File: config.mk
export PLATFORM = sky130hd
export DESIGN_NAME = frame_walker
export DESIGN_NICKNAME = d
export VERILOG_FILES = /design/src/rtl/frame_walker.sv
export SDC_FILE = /design/constraint.sdc
export NUM_CORES = 1
export LEC_CHECK = 0
export BUFFER_PORTS_ARGS = -buffer_cell sky130_fd_sc_hd__buf_2
export CORE_AREA = 5 5 140 142
export CTS_CLUSTER_DIAMETER = 60
export DETAILED_ROUTE_END_ITERATION = 7
export DIE_AREA = 0 0 145 147
export PLACE_DENSITY = 0.9
export SLEW_MARGIN = 20
export SYNTH_ARGS = -nofsm -noshare
export SYNTH_HDL_FRONTEND = slang
export SYNTH_SLANG_ARGS = --single-unit
File: constraint.sdc
create_clock -name clk -period 2.6 [get_ports clk]
set_input_delay 0 -clock clk [delete_from_list [all_inputs] [get_ports clk]]
set_output_delay 0 -clock clk [all_outputs]
set_load 0.005 [all_outputs]
File: src/rtl/frame_walker.sv
module frame_walker #(
  parameter int FRAMES  = 1024,
  parameter int ACT_BIT = 23,
  parameter int IOC_BIT = 24
) (
  input  logic        clk,
  input  logic        rst_n,
  input  logic        frame_tick,
  input  logic        reg_wr,
  input  logic [1:0]  reg_addr,
  input  logic [31:0] reg_wdata,
  output logic [31:0] reg_rdata,
  output logic        irq,
  output logic        mem_req,
  output logic        mem_we,
  output logic [31:0] mem_addr,
  output logic [31:0] mem_wdata,
  input  logic        mem_ack,
  input  logic [31:0] mem_rdata,
  output logic        xact_req,
  output logic [31:0] xact_token,
  input  logic        xact_done,
  input  logic [7:0]  xact_result
);
  localparam int IW = $clog2(FRAMES);
  localparam int PW = IW + 2;
  localparam logic [31:0] CLR = (32'h1 << ACT_BIT) | 32'hFF;
  localparam logic [29:0] TERM = 30'h1;

  typedef enum logic [3:0] {
    S_IDLE, S_ENTRY, S_DEC, S_QH0, S_QH1, S_TD0, S_TD1, S_TD2, S_EXEC, S_WB
  } st_t;

  st_t           st;
  logic [31:0]   base, ctrl, token;
  logic [IW-1:0] frnum, fidx;
  logic          run, intr, ovr;
  logic [29:0]   nxt, resume;
  logic [27:0]   cur;
  logic [7:0]    res;

  wire set_intr = (st == S_WB) && mem_ack && ctrl[IOC_BIT];
  wire set_ovr  = frame_tick && run && (st != S_IDLE);

  always_comb begin
    case (reg_addr)
      2'd0:    reg_rdata = base;
      2'd1:    reg_rdata = {{(32-IW){1'b0}}, frnum};
      2'd2:    reg_rdata = {31'b0, run};
      default: reg_rdata = {30'b0, ovr, intr};
    endcase
  end

  always_comb begin
    case (st)
      S_ENTRY:            mem_addr = {base[31:PW], fidx, 2'b00};
      S_QH1, S_TD1, S_WB: mem_addr = {cur, 4'h4};
      S_TD2:              mem_addr = {cur, 4'h8};
      default:            mem_addr = {cur, 4'h0};
    endcase
  end

  assign mem_req    = st inside {S_ENTRY, S_QH0, S_QH1, S_TD0, S_TD1, S_TD2, S_WB};
  assign mem_we     = (st == S_WB);
  assign mem_wdata  = (ctrl & ~CLR) | {24'h0, res};
  assign xact_req   = (st == S_EXEC);
  assign xact_token = token;
  assign irq        = intr;

  always_ff @(posedge clk or negedge rst_n) begin
    if (!rst_n) begin
      st <= S_IDLE; base <= '0; frnum <= '0; fidx <= '0; run <= 1'b0;
      intr <= 1'b0; ovr <= 1'b0; nxt <= TERM; resume <= TERM;
      cur <= '0; ctrl <= '0; token <= '0; res <= '0;
    end else begin
      if (frame_tick) begin
        if (run) begin
          fidx   <= frnum;
          frnum  <= frnum + 1'b1;
          resume <= TERM;
          st     <= S_ENTRY;
        end else begin
          st <= S_IDLE;
        end
      end else begin
        case (st)
          S_ENTRY: if (mem_ack) begin
            nxt <= {mem_rdata[31:4], mem_rdata[1:0]};
            st  <= S_DEC;
          end
          S_DEC: begin
            if (nxt[0]) begin
              if (!resume[0]) begin
                nxt    <= resume;
                resume <= TERM;
              end else begin
                st <= S_IDLE;
              end
            end else begin
              cur <= nxt[29:2];
              st  <= nxt[1] ? S_QH0 : S_TD0;
            end
          end
          S_QH0: if (mem_ack) begin
            resume <= {mem_rdata[31:4], mem_rdata[1:0]};
            st     <= S_QH1;
          end
          S_QH1: if (mem_ack) begin
            nxt <= {mem_rdata[31:4], mem_rdata[1:0]};
            st  <= S_DEC;
          end
          S_TD0: if (mem_ack) begin
            nxt <= {mem_rdata[31:4], mem_rdata[1:0]};
            st  <= S_TD1;
          end
          S_TD1: if (mem_ack) begin
            ctrl <= mem_rdata;
            st   <= mem_rdata[ACT_BIT] ? S_TD2 : S_DEC;
          end
          S_TD2: if (mem_ack) begin
            token <= mem_rdata;
            st    <= S_EXEC;
          end
          S_EXEC: if (xact_done) begin
            res <= xact_result;
            st  <= S_WB;
          end
          S_WB: if (mem_ack) st <= S_DEC;
          default: st <= S_IDLE;
        endcase
      end

      if (reg_wr) begin
        case (reg_addr)
          2'd0: base  <= reg_wdata;
          2'd1: frnum <= reg_wdata[IW-1:0];
          2'd2: run   <= reg_wdata[0];
          default: begin
            if (reg_wdata[0]) intr <= 1'b0;
            if (reg_wdata[1]) ovr  <= 1'b0;
          end
        endcase
      end
      if (set_intr) intr <= 1'b1;
      if (set_ovr)  ovr  <= 1'b1;
    end
  end
endmodule

* After elaboration in Yosys (flattened, before gate mapping)
Index checks and enable logic that the tools add are counted.
** Cells by class
- Bitwise operators :: 3
- Add/subtract/negate cells :: 1
- Muxes and demuxes :: 36
- Equality and inequality tests :: 26
- Reductions and logical operators :: 31
** Operators with widths (number)
- 30-bit two-way mux :: 7
- 32-bit case mux with 3 select lines :: 2
- 30-bit case mux with 2 select lines :: 2
- 10-bit two-way mux :: 4
- 4-bit two-way mux :: 9
- 32-bit by 8-bit bitwise OR with 32-bit output :: 1
- 4-bit case mux with 7 select lines :: 1
- 3-bit AND reduction :: 7
- 3-bit inequality test (second input constant) :: 6
- 4-bit by 3-bit equality test with 1-bit output (second input constant) :: 4
- 3-bit OR reduction :: 4
- 10-bit by 1-bit adder with 10-bit output (second input constant) :: 1
- 5-bit AND reduction :: 2
- 2-bit nonzero test :: 5
- 1-bit two-way mux :: 9
- 4-bit by 2-bit equality test with 1-bit output (second input constant) :: 2
- 4-bit equality test (second input constant) :: 2
- 2-bit by 1-bit inequality test with 1-bit output (second input constant) :: 4
- 7-bit AND reduction :: 1
- 7-bit nonzero test :: 1
- 3-bit two-way mux :: 2
- 2-bit AND reduction :: 3
- 4-bit by 1-bit equality test with 1-bit output (second input constant) :: 1
- 1-bit logical AND :: 4
- other kinds (11) :: 13
** Word-level totals
- Input port bits :: 80
- Word-level logic and storage cells :: 112
- Bits in registers :: 219

* Depth between registers and ports, before layout
Gate-level depths: netlist of run 1.
- Depth in word-level cells :: 5
- Depth in mapped cells :: 8

* Least setup slack after synthesis of run 1
Ideal clock, no wire load.
- Path type :: register to register
- From :: reg st[2]
- To :: reg cur[18]
- Buffers on the path :: 3
- Setup time :: 125 ps
- Arrival time :: 1883 ps
- Slack :: 593 ps
- Cell stages (with the launch flop) :: 7
- Required time :: 2475 ps
- Period minus slack after synthesis :: 2007 ps
- Cells stage by stage :: dfrtp_1 -> buf_6 -> or4b_4 -> nor3_1 -> buf_2 -> buf_6 -> mux2_2
** Between the ends
- Cells in the longest elaborated chain, start to end :: 2
** Ends and longest elaborated chain
- start, declared :: line 34 : st_t st;
- start signal, assigned :: line 101 : st <= nxt[1] ? S_QH0 : S_TD0;
- start signal, assigned :: line 118 : st <= mem_rdata[ACT_BIT] ? S_TD2 : S_DEC;
- 4-bit by 2-bit equality test with 1-bit output :: line 86 : case (st)
- 3-bit AND reduction (no line)
- end signal, assigned :: line 100 : cur <= nxt[29:2];
- end, declared :: line 39 : logic [27:0] cur;
Every way passes these cells.
A chain may end at the register's enable or synchronous reset.

* Worst setup path after layout of run 1
- From :: reg st[0]
- To :: out mem_addr[8]
** Between the ends
- Cells in the longest elaborated chain, start to end :: 3
- Elaborated cells between the ends (all ways) :: 7
- Those cells by class :: eq/ne: 5; mux: 1; reduce/logical: 1
** Ends and longest elaborated chain
- 4-bit equality test / 4-bit by 3-bit equality test with 1-bit output (equally long branches) :: line 55 : case (st)
- 3-bit OR reduction :: line 55
- 32-bit case mux with 3 select lines * :: line 55
- end, declared :: line 16 : output logic [31:0] mem_addr,
Every way passes the cells marked *; elsewhere a longest branch is shown, timed or not.

==> results of run 1 <==
[worst min-delay path, cell delays in order]
cell	delay (ns)
buf_2	0.12
nand3_2	0.21
mux2_2	0.19
[cell usage after synthesis, types with 5 or more instances]
cell      instances
a21oi_1          14
and2_1           25
buf_2            19
buf_4             5
clkbuf_1         27
dfrtp_1         208
inv_1            35
mux2_2          189
mux2_4           10
mux2i_1          39
nand2_1          63
nand2b_1          5
nor2_1           30
nor3_1           34
o21ai_0          27
xor2_1            8
[timing repair]
item | 4_1_cts | 5_1_grt
endpoints found under the setup margin | 0 | 26
gates resized for setup | 0 | 1
hold buffers | 78 | 0
hold endpoints to repair | 228 | 0
[routing by layer]
metal  GRT usage, %  share of wire (%)
met1          31.75                 42
met3          4.843                6.5
met4          7.910                3.4
met2          38.05                 48
met5              0                  0
[layout by cell type, fill, tap and decap left out, types with 2 or more instances in the layout]
| master | n |
|---|---|
| nor4b_1 | 2 |
| buf_4 | 16 |
| dlygate4sd3_1 | 78 |
| clkbuf_16 | 23 |
| o211ai_1 | 2 |
| mux2_4 | 10 |
| buf_2 | 207 |
| mux2_2 | 189 |
| o21ai_0 | 26 |
| buf_12 | 3 |
| xor2_1 | 8 |
| xnor2_1 | 2 |
| or4b_2 | 2 |
| a31oi_1 | 2 |
| and4_1 | 2 |
| nor3_2 | 2 |
| nand2b_1 | 5 |
| nor3_1 | 32 |
| mux2i_1 | 39 |
| nand3b_1 | 4 |
| clkbuf_1 | 9 |
| dfstp_2 | 2 |
| nand3_1 | 4 |
| nor2_1 | 30 |
| dfrtp_1 | 208 |
| a21oi_1 | 13 |
| clkbuf_8 | 3 |
| and2_1 | 25 |
| inv_1 | 35 |
| nand2_1 | 63 |
| o32ai_1 | 2 |
| nand4_1 | 4 |
| conb_1 | 3 |
[worst max-delay path by stage]
| stage | endpoint | startpoint | depth (start not counted) |
|---|---|---|---|
| 2_1_floorplan | cur[18]$_DFFE_PN0P_ | st[2]$_DFFE_PN0P_ | 6 |
| 3_3_place_gp | ctrl[15]$_DFFE_PN0P_ | st[2]$_DFFE_PN0P_ | 4 |
| 3_5_place_dp | ctrl[13]$_DFFE_PN0P_ | st[2]$_DFFE_PN0P_ | 4 |
| 4_1_cts | mem_addr[6] | st[0]$_DFFE_PN0P_ | 6 |
| 5_1_grt | mem_addr[4] | st[0]$_DFFE_PN0P_ | 6 |
| 6_report | mem_addr[8] | st[0]$_DFFE_PN0P_ | 6 |
[power groups by stage]
stage	clock network [mW]	registers, mW	logic [mW]
after floorplan	0	4.05	1.14
after global placement	0	4.20	1.63
after detailed placement	0	4.24	1.68
after CTS	3.10	4.18	1.79
after global routing	3.24	4.25	1.97
final	3.04	4.20	1.80
[stage by stage]
step	cell area [um2]	setup WS, ns	util (%)
after floorplan	9762	0.5927	-
after global placement	11030	0.4378	60.18
after detailed placement	11030	0.3257	60.18
after CTS	12510	0.09305	68.23
after global routing	12510	0.04469	68.25
final	12510	0.1616	68.25
[cell families (layout without fill, tap and decap cells)]
| group | after synthesis | after routing | share of synthesized area, % |
|---|---|---|---|
| xor gates and xnor gates | 10 | 10 | 0.8980 |
| other | 1 | 3 | 0.03844 |
| DFF | 210 | 210 | 53.90 |
| buffers and inverters | 94 | 379 | 4.374 |
| and+or+nand+nor | 184 | 184 | 9.390 |
| muxes | 239 | 239 | 27.59 |
| adders and majority gates | 1 | 1 | 0.1283 |
| AOI/OAI and AO/OA | 60 | 60 | 3.682 |
[layout make-up]
cell class | count | area share [%]
clock buffers | 35 | 5.201
inverters | 35 | 1.050
repair buffers | 306 | 16.17
clock inverters | 3 | 0.3500
multi-input cells | 497 | 32.86
flip-flops and latches | 210 | 42.02
well taps | 234 | 2.340
[sequential cells by signal (all words and copies together), names as in the netlist]
register    cells
xact_token     32
nxt            30
base           32
frnum          10
cur            28
ctrl           23
ovr             1
run             1
fidx           10
res             8
st              4
irq             1
resume         30
==> key figures, run 1 <==
Detailed routing
  – Drt wl/cell: 19.05 um
  – Drt drc: 0
  – Antenna viol nets, final: 0
  – Drt via density: 5.469
  – Routed WL: 25140 um
  – Drt first pass iters: 5
  – DR iter-0 viols: between 400 and 500
  – DR vias: between 7000 and 8000

CTS
  – CTS buffer count: 22
  – Postcts setup bufs: 0
  – H-tree Lvls: 1
  – Root buffer cell: clkbuf_16
  – Clk sinks: 210
  – Clk slew on worst S/H paths: 0.06 ns
  – Skew-Pair Late Insertion Delay: 0.50 ns
  – CTS tree: done
  – Clock Tree Buf Depth: 3

STA
  – Final Max Slew Viols: 0
  – Final period util: 93.79%
  – Fmax: 410.1 MHz
  – Max-slew headroom: 46.55%
  – RSZ-0062 raised after global routing: false
  – Hold slack: 0.05221 ns
  – Final hold vios: 0
  – Setup Skew: 0.01283 ns
  – Setup_tns: 0 ns
  – Worst-margin pin slew: 0.8017 ns
  – # setup viols final: 0
  – Final min period: 2.438 ns

Hold path
  – Hold path cells: 3
  – Min-delay worst type: in -> reg
  – Min-delay src: xact_done
  – WHS Endpoint: res[3]$_DFFE_PN0P_

Yosys
  – Cell variety after synth: between 50 and 60
  – Synthesized cell area: 9754 um2
  – FF+latch count, synth: 210
  – Synth top area share: 53.36%
  – Yosys warning count: 0
  – Mapped Cells: 799
  – Top cell type by total area after synthesis: dfrtp_1
  – Mapped Avg Cell Area: 12.21 um2
  – Number of flops mapped to enable cells by yosys: 0
  – Ys async rst share: between 90% and 100%
  – Top cells by area, synth: dfrtp_1 (53%), mux2_2 (22%), mux2i_1 (4.0%), nand2_1 (2.4%), nor3_1 (1.7%)
  – Ys flop type: dfrtp_1
  – Sequential share of the synthesized area: a little over half

Worst setup path
  – Cells along the critical path: buf_4 > nand2b_1 > nor3_4 > buf_6 > mux2_2 > buf_2
  – Family with the most delay on the worst path: buffers and inverters
  – Critical Path End Type: primary output
  – Crit path arrival time: 2.44 ns
  – Worst R2R End: ctrl[14]$_DFFE_PN0P_
  – Setup CP Type: reg -> out
  – Slack of the worst reg-to-reg path: roughly 0.27 ns
  – CP bufs+invs: 3
  – Worst r2r src: st[2]$_DFFE_PN0P_
  – Slowest cell on crit path: dfrtp_1
  – Slowest stage delay, CP: 0.58 ns
  – CP startpoint kind: register
  – Worst EP required: 2.60 ns
  – CP max FO: 28
  – Reg2Reg Depth: 4

Power
  – Leak Pwr: between 6 and 7 nW
  – Internal Pwr Total: about 6.6 mW
  – Part of the power in registers: 46.4%
  – Comb pwr share: 20.0%
  – Pwr Density: 722.2 nW/um2
  – NetSw: between 2 and 2.5 mW
  – Maximum VDD drop: 0.0005741 V
  – Clock Power Share: approximately a third
  – Overall Power: 9.035 mW
  – Sw Share: 26.95%

Floorplan
  – Core area: 18330 um2
  – Starting Density: 53.22%
  – Top Ports: around 210
  – Chip Width: approximately 150 um
  – Die H: 147 um
  – Std-Cell Rows: 50
  – Die area: 21320 um2

Layout
  – Area occupied by multi-input gates: 4111 um2
  – Fill count: 1243
  – Share of cells above drive strength 1: between 40% and 50%
  – Number of diodes: 0
  – Nets@finish: 1153
  – Sequential cell area: ~5300 um2
  – Area Overhead vs Synth: 28.26%
  – Fin cells: ~1300

Placed design
  – RePlAce Congestion: 0.8858
  – Port Buffers: 208
  – DP HPWL: 16120 um
  – DP Cell Count: 1204

GRT
  – Vias in the first global route: 7714
  – Total GRT Usage: 23.46%
  – Initial antenna violation count: 0
  – Global-route wire length before repair: 41570 um
  – Gr ovfl total: 0
  – Maximum number of pins on one net before global-route repair: 95

Run
  – Max-Cap Viols: 0

Run status
  – Outcome: finished clean
Note: power is estimated with default switching activity, not from simulation.
==> inputs of run 2 (changes only) <==
Settings changed: CORE_AREA 5 5 140 142 to 2 2 137 139, DIE_AREA 0 0 145 147 to 0 0 139 141.
==> key figures, run 2 (synthesis gave the netlist of run 1 again) <==
Worst setup path
  – CP max FO: 28 (unchanged)
  – Crit path arrival time: 2.44 ns (about the same)
  – CP startpoint kind: register (unchanged)
  – Worst EP required: 2.60 ns (about the same)
  – Setup CP Type: reg -> out (unchanged)
  – Critical Path End Type: primary output (unchanged)

Floorplan
  – Die area: 19600 um2 (was 21320 um2)
  – Starting Density: 53.40% (was 53.22%)
  – Core area: 18270 um2 (was 18330 um2)
  – Std-Cell Rows: 50 (unchanged)
  – Top Ports: 212 (unchanged)
  – Die H: 141 um (was 147 um)
  – Chip Width: 139 um (was 145 um)

STA
  – # setup viols final: 0 (unchanged)
  – Max-slew headroom: 52.84% (was 46.55%)
  – Setup Skew: 0.01401 ns (was 0.01283 ns)
  – Setup_tns: 0 ns (unchanged)
  – Final min period: 2.436 ns (was 2.438 ns)
  – Worst-margin pin slew: 0.7073 ns (was 0.8017 ns)
  – Final hold vios: 0 (unchanged)
  – Final period util: 93.69% (was 93.79%)
  – Fmax: 410.5 MHz (was 410.1 MHz)
  – Final Max Slew Viols: 0 (unchanged)
  – RSZ-0062 raised after global routing: false (unchanged)

CTS
  – Clk sinks: 210 (unchanged)
  – Clock Tree Buf Depth: 3 (unchanged)
  – Clk slew on worst S/H paths: 0.06 ns (about the same)
  – H-tree Lvls: 1 (unchanged)
  – CTS tree: done (unchanged)
  – Postcts setup bufs: 0 (unchanged)
  – Skew-Pair Late Insertion Delay: 0.50 ns (about the same)
  – Root buffer cell: clkbuf_16 (unchanged)
  – CTS buffer count: 22 (unchanged)

Power
  – Maximum VDD drop: 0.0004451 V (was 0.0005741 V)
  – Pwr Density: 723.6 nW/um2 (was 722.2 nW/um2)
  – Leak Pwr: 6.412 nW (was 6.415 nW)

GRT
  – Vias in the first global route: 7418 (was 7714)
  – Gr ovfl total: 0 (unchanged)
  – Maximum number of pins on one net before global-route repair: 93 (was 95)
  – Global-route wire length before repair: 38680 um (was 41570 um)
  – Total GRT Usage: 24.12% (was 23.46%)
  – Initial antenna violation count: 0 (unchanged)

Placed design
  – Port Buffers: 208 (unchanged)
  – DP HPWL: 15520 um (was 16120 um)
  – RePlAce Congestion: 0.9103 (was 0.8858)

Detailed routing
  – Routed WL: 23960 um (was 25140 um)
  – DR vias: 7201 (was 7219)
  – Drt first pass iters: 5 (unchanged)
  – Antenna viol nets, final: 0 (unchanged)
  – Drt wl/cell: 18.19 um (was 19.05 um)
  – Drt drc: 0 (unchanged)
  – DR iter-0 viols: 548 (was 441)
  – Drt via density: 5.468 (was 5.469)

Layout
  – Finished Core Util: 68.47% (was 68.25%)
  – Fill count: 1257 (was 1243)
  – Most frequent cells in the layout: dfrtp_1 (207), buf_2 (207), mux2_2 (189) (was dfrtp_1 (208), buf_2 (207), mux2_2 (189))
  – Number of diodes: 0 (unchanged)
  – Nets@finish: 1152 (was 1153)
  – Area Overhead vs Synth: 28.22% (was 28.26%)
  – Share of cells above drive strength 1: 43.58% (was 43.37%)

Run status
  – Outcome: finished clean (unchanged)

Run
  – Max-Cap Viols: 0 (unchanged)

Hold path
  – Min-delay worst type: in -> reg (unchanged)
-- run 2: cell count changes in the layout (fill, tap and decap cells not counted), sizes merged --
cell	before	now
clkbuf	35	31
buf	228	227
bufinv	1	2
clkinv	2	3
-- run 2: what timing repair did --
item                                    CTS  global route
gates resized for setup                   0             1
hold buffers                             78             0
hold endpoints to repair                233             0
endpoints found under the setup margin    0             4
-- run 2: critical path: stages, from the launching register on --
cell and delay (ns):
dfrtp_1 0.45, buf_4 0.21, nand2b_1 0.22, nor3_4 0.13, buf_4 0.37, mux2_2 0.40
buf_2 0.14
-- run 2: stage by stage --
stage	power, mW	hold slack [ns]	area (um2)	setup slack, ns	cells
floorplan	5.191	-0.2956	9762	0.5927	801
global placement	5.818	0.06376	11020	0.4292	1203
detailed placement	5.918	0.07279	11020	0.3215	1203
CTS	9.104	0.02413	12510	0.1042	1317
global route	9.459	0.04569	12510	0.04936	1317
finish	9.050	0.03767	12510	0.1642	1317
-- run 2: worst paths after layout --
check / startpoint / end / slack, ns / depth (start not counted)
min in group asynchronous: rst_n / xact_token[2]$_DFFE_PN0P_ / 0.10 / 2
worst min register to register: ctrl[25]$_DFFE_PN0P_ / ctrl[25]$_DFFE_PN0P_ / 0.47 / 2
worst max-delay path: st[1]$_DFFE_PN0P_ / mem_addr[29] / 0.16 / 6
worst min-delay path: reg_addr[0] / irq$_DFFE_PN0P_ / 0.04 / 3
max in group asynchronous: rst_n / ctrl[28]$_DFFE_PN0P_ / 1.59 / 3
worst max register to register: st[2]$_DFFE_PN0P_ / nxt[8]$_DFFE_PN0P_ / 0.27 / 5
-- run 2: per-layer routing --
metal / track usage [%] / vias up / routed length, um
met5: 0 / - / 0
met4: 6.911 / 0 / 501
met3: 4.076 / 42 / 1349
met2: 39.80 / 256 / 11720
met1: 33.34 / 3594 / 10390
li1: - / 3309 / -
-- run 2: final cells by class --
type                    count  area [um2]  area share (%)
multi-input cells         497        4111           32.87
inverters                  35       131.4           1.050
clock inverters             5       86.33          0.6903
clock buffers              31       614.3           4.912
well taps                 234       292.8           2.341
flip-flops and latches    210        5259           42.05
repair buffers            305        2012           16.09
-- run 2: report_power, final --
group	leakage, nW	switching (mW)	internal (mW)
Clock	0.343	1.23	1.84
Sequential	2.77	0.419	3.78
Combinational	3.30	0.777	1.01
Total	6.41	2.42	6.63
==> inputs of run 3 (changes only) <==
Settings changed: REMOVE_ABC_BUFFERS set to 1.
==> key figures, run 3 (synthesis gave the netlist of run 1 again) <==
STA
  – Setup_tns: 0 ns (unchanged)
  – Worst-margin pin slew: 0.6989 ns (was 0.7073 ns)
  – Final hold vios: 0 (unchanged)
  – RSZ-0062 raised after global routing: false (unchanged)
  – Final min period: 2.446 ns (was 2.436 ns)
  – Final worst setup slack: 0.1538 ns (was 0.1642 ns)
  – # setup viols final: 0 (unchanged)
  – Final period util: 94.08% (was 93.69%)
  – Max-slew headroom: 53.26% (was 52.84%)
  – Fmax: 408.8 MHz (was 410.5 MHz)
  – Hold slack: 0.02109 ns (was 0.03767 ns)
  – Final Max Slew Viols: 0 (unchanged)
  – Setup Skew: 0.01235 ns (was 0.01401 ns)

Power
  – Overall Power: 9.112 mW (was 9.050 mW)
  – Pwr Density: 720.4 nW/um2 (was 723.6 nW/um2)
  – Maximum VDD drop: 0.0006295 V (was 0.0004451 V)
  – Leak Pwr: 6.500 nW (was 6.412 nW)

CTS
  – Root buffer cell: clkbuf_16 (unchanged)
  – CTS tree: done (unchanged)
  – Clk sinks: 210 (unchanged)
  – Clock Tree Buf Depth: 3 (unchanged)
  – Clk slew on worst S/H paths: 0.06 ns (about the same)
  – CTS buffer count: 23 (was 22)
  – Skew-Pair Late Insertion Delay: 0.50 ns (about the same)
  – Post_cts resized: 0 (unchanged)
  – H-tree Lvls: 1 (unchanged)

GRT
  – Maximum number of pins on one net before global-route repair: 78 (was 93)
  – Vias in the first global route: 7701 (was 7418)
  – Initial antenna violation count: 0 (unchanged)
  – Gr ovfl total: 0 (unchanged)
  – Global-route wire length before repair: 40010 um (was 38680 um)
  – Total GRT Usage: 25.00% (was 24.12%)

Hold path
  – WHS Endpoint: res[0]$_DFFE_PN0P_ (was irq$_DFFE_PN0P_)
  – Min-delay worst type: in -> reg (unchanged)
  – Min-delay src: xact_done (was reg_addr[0])
  – Hold path cells: 3 (unchanged)

Worst setup path
  – Crit path arrival time: 2.45 ns (was 2.44 ns)
  – Worst r2r src: st[2]$_DFFE_PN0P_ (unchanged)
  – Family with the most delay on the worst path: buffers and inverters (unchanged)
  – Reg2Reg Depth: 5 (unchanged)
  – CP startpoint kind: register (unchanged)
  – Worst EP required: 2.60 ns (about the same)
  – CP bufs+invs: 3 (unchanged)
  – Setup CP Type: reg -> out (unchanged)
  – Slack of the worst reg-to-reg path: 0.42 ns (was 0.27 ns)
  – Slowest cell on crit path: dfrtp_1 (unchanged)
  – Worst R2R End: resume[5]$_DFFE_PN0P_ (was nxt[8]$_DFFE_PN0P_)
  – Cells along the critical path: buf_4 > nand2b_1 > nor3_4 > buf_12 > mux2_2 > buf_2 (was buf_4 > nand2b_1 > nor3_4 > buf_4 > mux2_2 > buf_2)
  – CP max FO: 23 (was 28)
  – Critical Path End Type: primary output (unchanged)
  – Slowest stage delay, CP: 0.55 ns (was 0.45 ns)

Detailed routing
  – Routed WL: 24440 um (was 23960 um)
  – Drt drc: 0 (unchanged)
  – DR iter-0 viols: 375 (was 548)
  – Drt wl/cell: 18.39 um (was 18.19 um)
  – DR vias: 7144 (was 7201)
  – Drt via density: 5.375 (was 5.468)
  – Antenna viol nets, final: 0 (unchanged)
  – Drt first pass iters: 4 (was 5)

Floorplan
  – Die H: 141 um (unchanged)
  – Starting Density: 53.40% (unchanged)
  – Core area: 18270 um2 (unchanged)
  – Die area: 19600 um2 (unchanged)
  – Std-Cell Rows: 50 (unchanged)
  – Top Ports: 212 (unchanged)
  – Chip Width: 139 um (unchanged)

Layout
  – Final instance area: 12650 um2 (was 12510 um2)
  – Fill count: 1241 (was 1257)
  – Nets@finish: 1162 (was 1152)
  – Sequential cell area: 5258 um2 (was 5259 um2)
  – Area occupied by multi-input gates: 4135 um2 (was 4111 um2)
  – Fin cells: 1329 (was 1317)
  – Most common library cell in the layout ignoring fill and taps: dfrtp_1
  – Area Overhead vs Synth: 29.67% (was 28.22%)
  – Finished Core Util: 69.24% (was 68.47%)
  – Number of diodes: 0 (unchanged)
  – Most frequent cells in the layout: dfrtp_1 (208), buf_2 (207), mux2_2 (189) (was dfrtp_1 (207), buf_2 (207), mux2_2 (189))
  – Share of cells above drive strength 1: 44.93% (was 43.58%)

Placed design
  – Port Buffers: 208 (unchanged)
  – DP HPWL: 15330 um (was 15520 um)
  – Place WS: 0.4267 ns (was 0.3215 ns)
  – Placed cell areas: 11090 um2 (was 11020 um2)
  – DP Cell Count: 1209 (was 1203)
  – RePlAce Congestion: 0.8436 (was 0.9103)

Run status
  – Outcome: finished clean (unchanged)

Run
  – Max-Cap Viols: 0 (unchanged)
[run 3: cell count changes in the layout (fill, tap and decap cells not counted), sizes merged]
cell and change:
bufinv -2, buf +9, clkbuf +1, clkinv +2, inv +2
[run 3: timing repair]
item                                    4_1_cts  5_1_grt
hold endpoints to repair                    217        0
buffers inserted                              0        2
endpoints found under the setup margin        0       23
hold buffers                                 78        0
[run 3: worst min-delay path, cell delays in order]
cell	delay, ns
buf_2	0.12
nand3_2	0.18
mux2_2	0.18
[run 3: worst max-delay path by stage]
stage / end / from / cells past startpoint / slack [ns]
detailed placement: nxt[11]$_DFFE_PN0P_ / st[0]$_DFFE_PN0P_ / 4 / 0.43
CTS: mem_addr[6] / st[0]$_DFFE_PN0P_ / 6 / 0.03
global placement: nxt[23]$_DFFE_PN0P_ / st[0]$_DFFE_PN0P_ / 4 / 0.50
global route: mem_addr[10] / st[0]$_DFFE_PN0P_ / 6 / 0.02
finish: mem_addr[18] / st[0]$_DFFE_PN0P_ / 6 / 0.15
floorplan: nxt[10]$_DFFE_PN0P_ / st[2]$_DFFE_PN0P_ / 3 / -1.64
[run 3: power by group]
part | internal, mW | leakage, nW | switching (mW)
logic | 1.04 | 3.36 | 0.805
clock network | 1.84 | 0.371 | 1.27
registers | 3.78 | 2.77 | 0.373
total | 6.66 | 6.50 | 2.45
[run 3: final cells by class]
class / count / area share, %
Sequential cell: 210 / 41.57
Inverter: 35 / 1.039
Timing Repair Buffer: 314 / 16.60
Tap cell: 234 / 2.315
Clock inverter: 7 / 0.3363
Clock buffer: 32 / 5.451
Multi-Input combinational cell: 497 / 32.69
[run 3: per-layer routing]
| layer | vias to the layer above | share of wire [%] | track usage [%] |
|---|---|---|---|
| li1 | 3315 | - | - |
| met1 | 3559 | 42 | 32.62 |
| met2 | 233 | 51 | 43.84 |
| met3 | 37 | 5.0 | 4.008 |
| met4 | 0 | 1.8 | 6.645 |
| met5 | - | 0 | 0 |
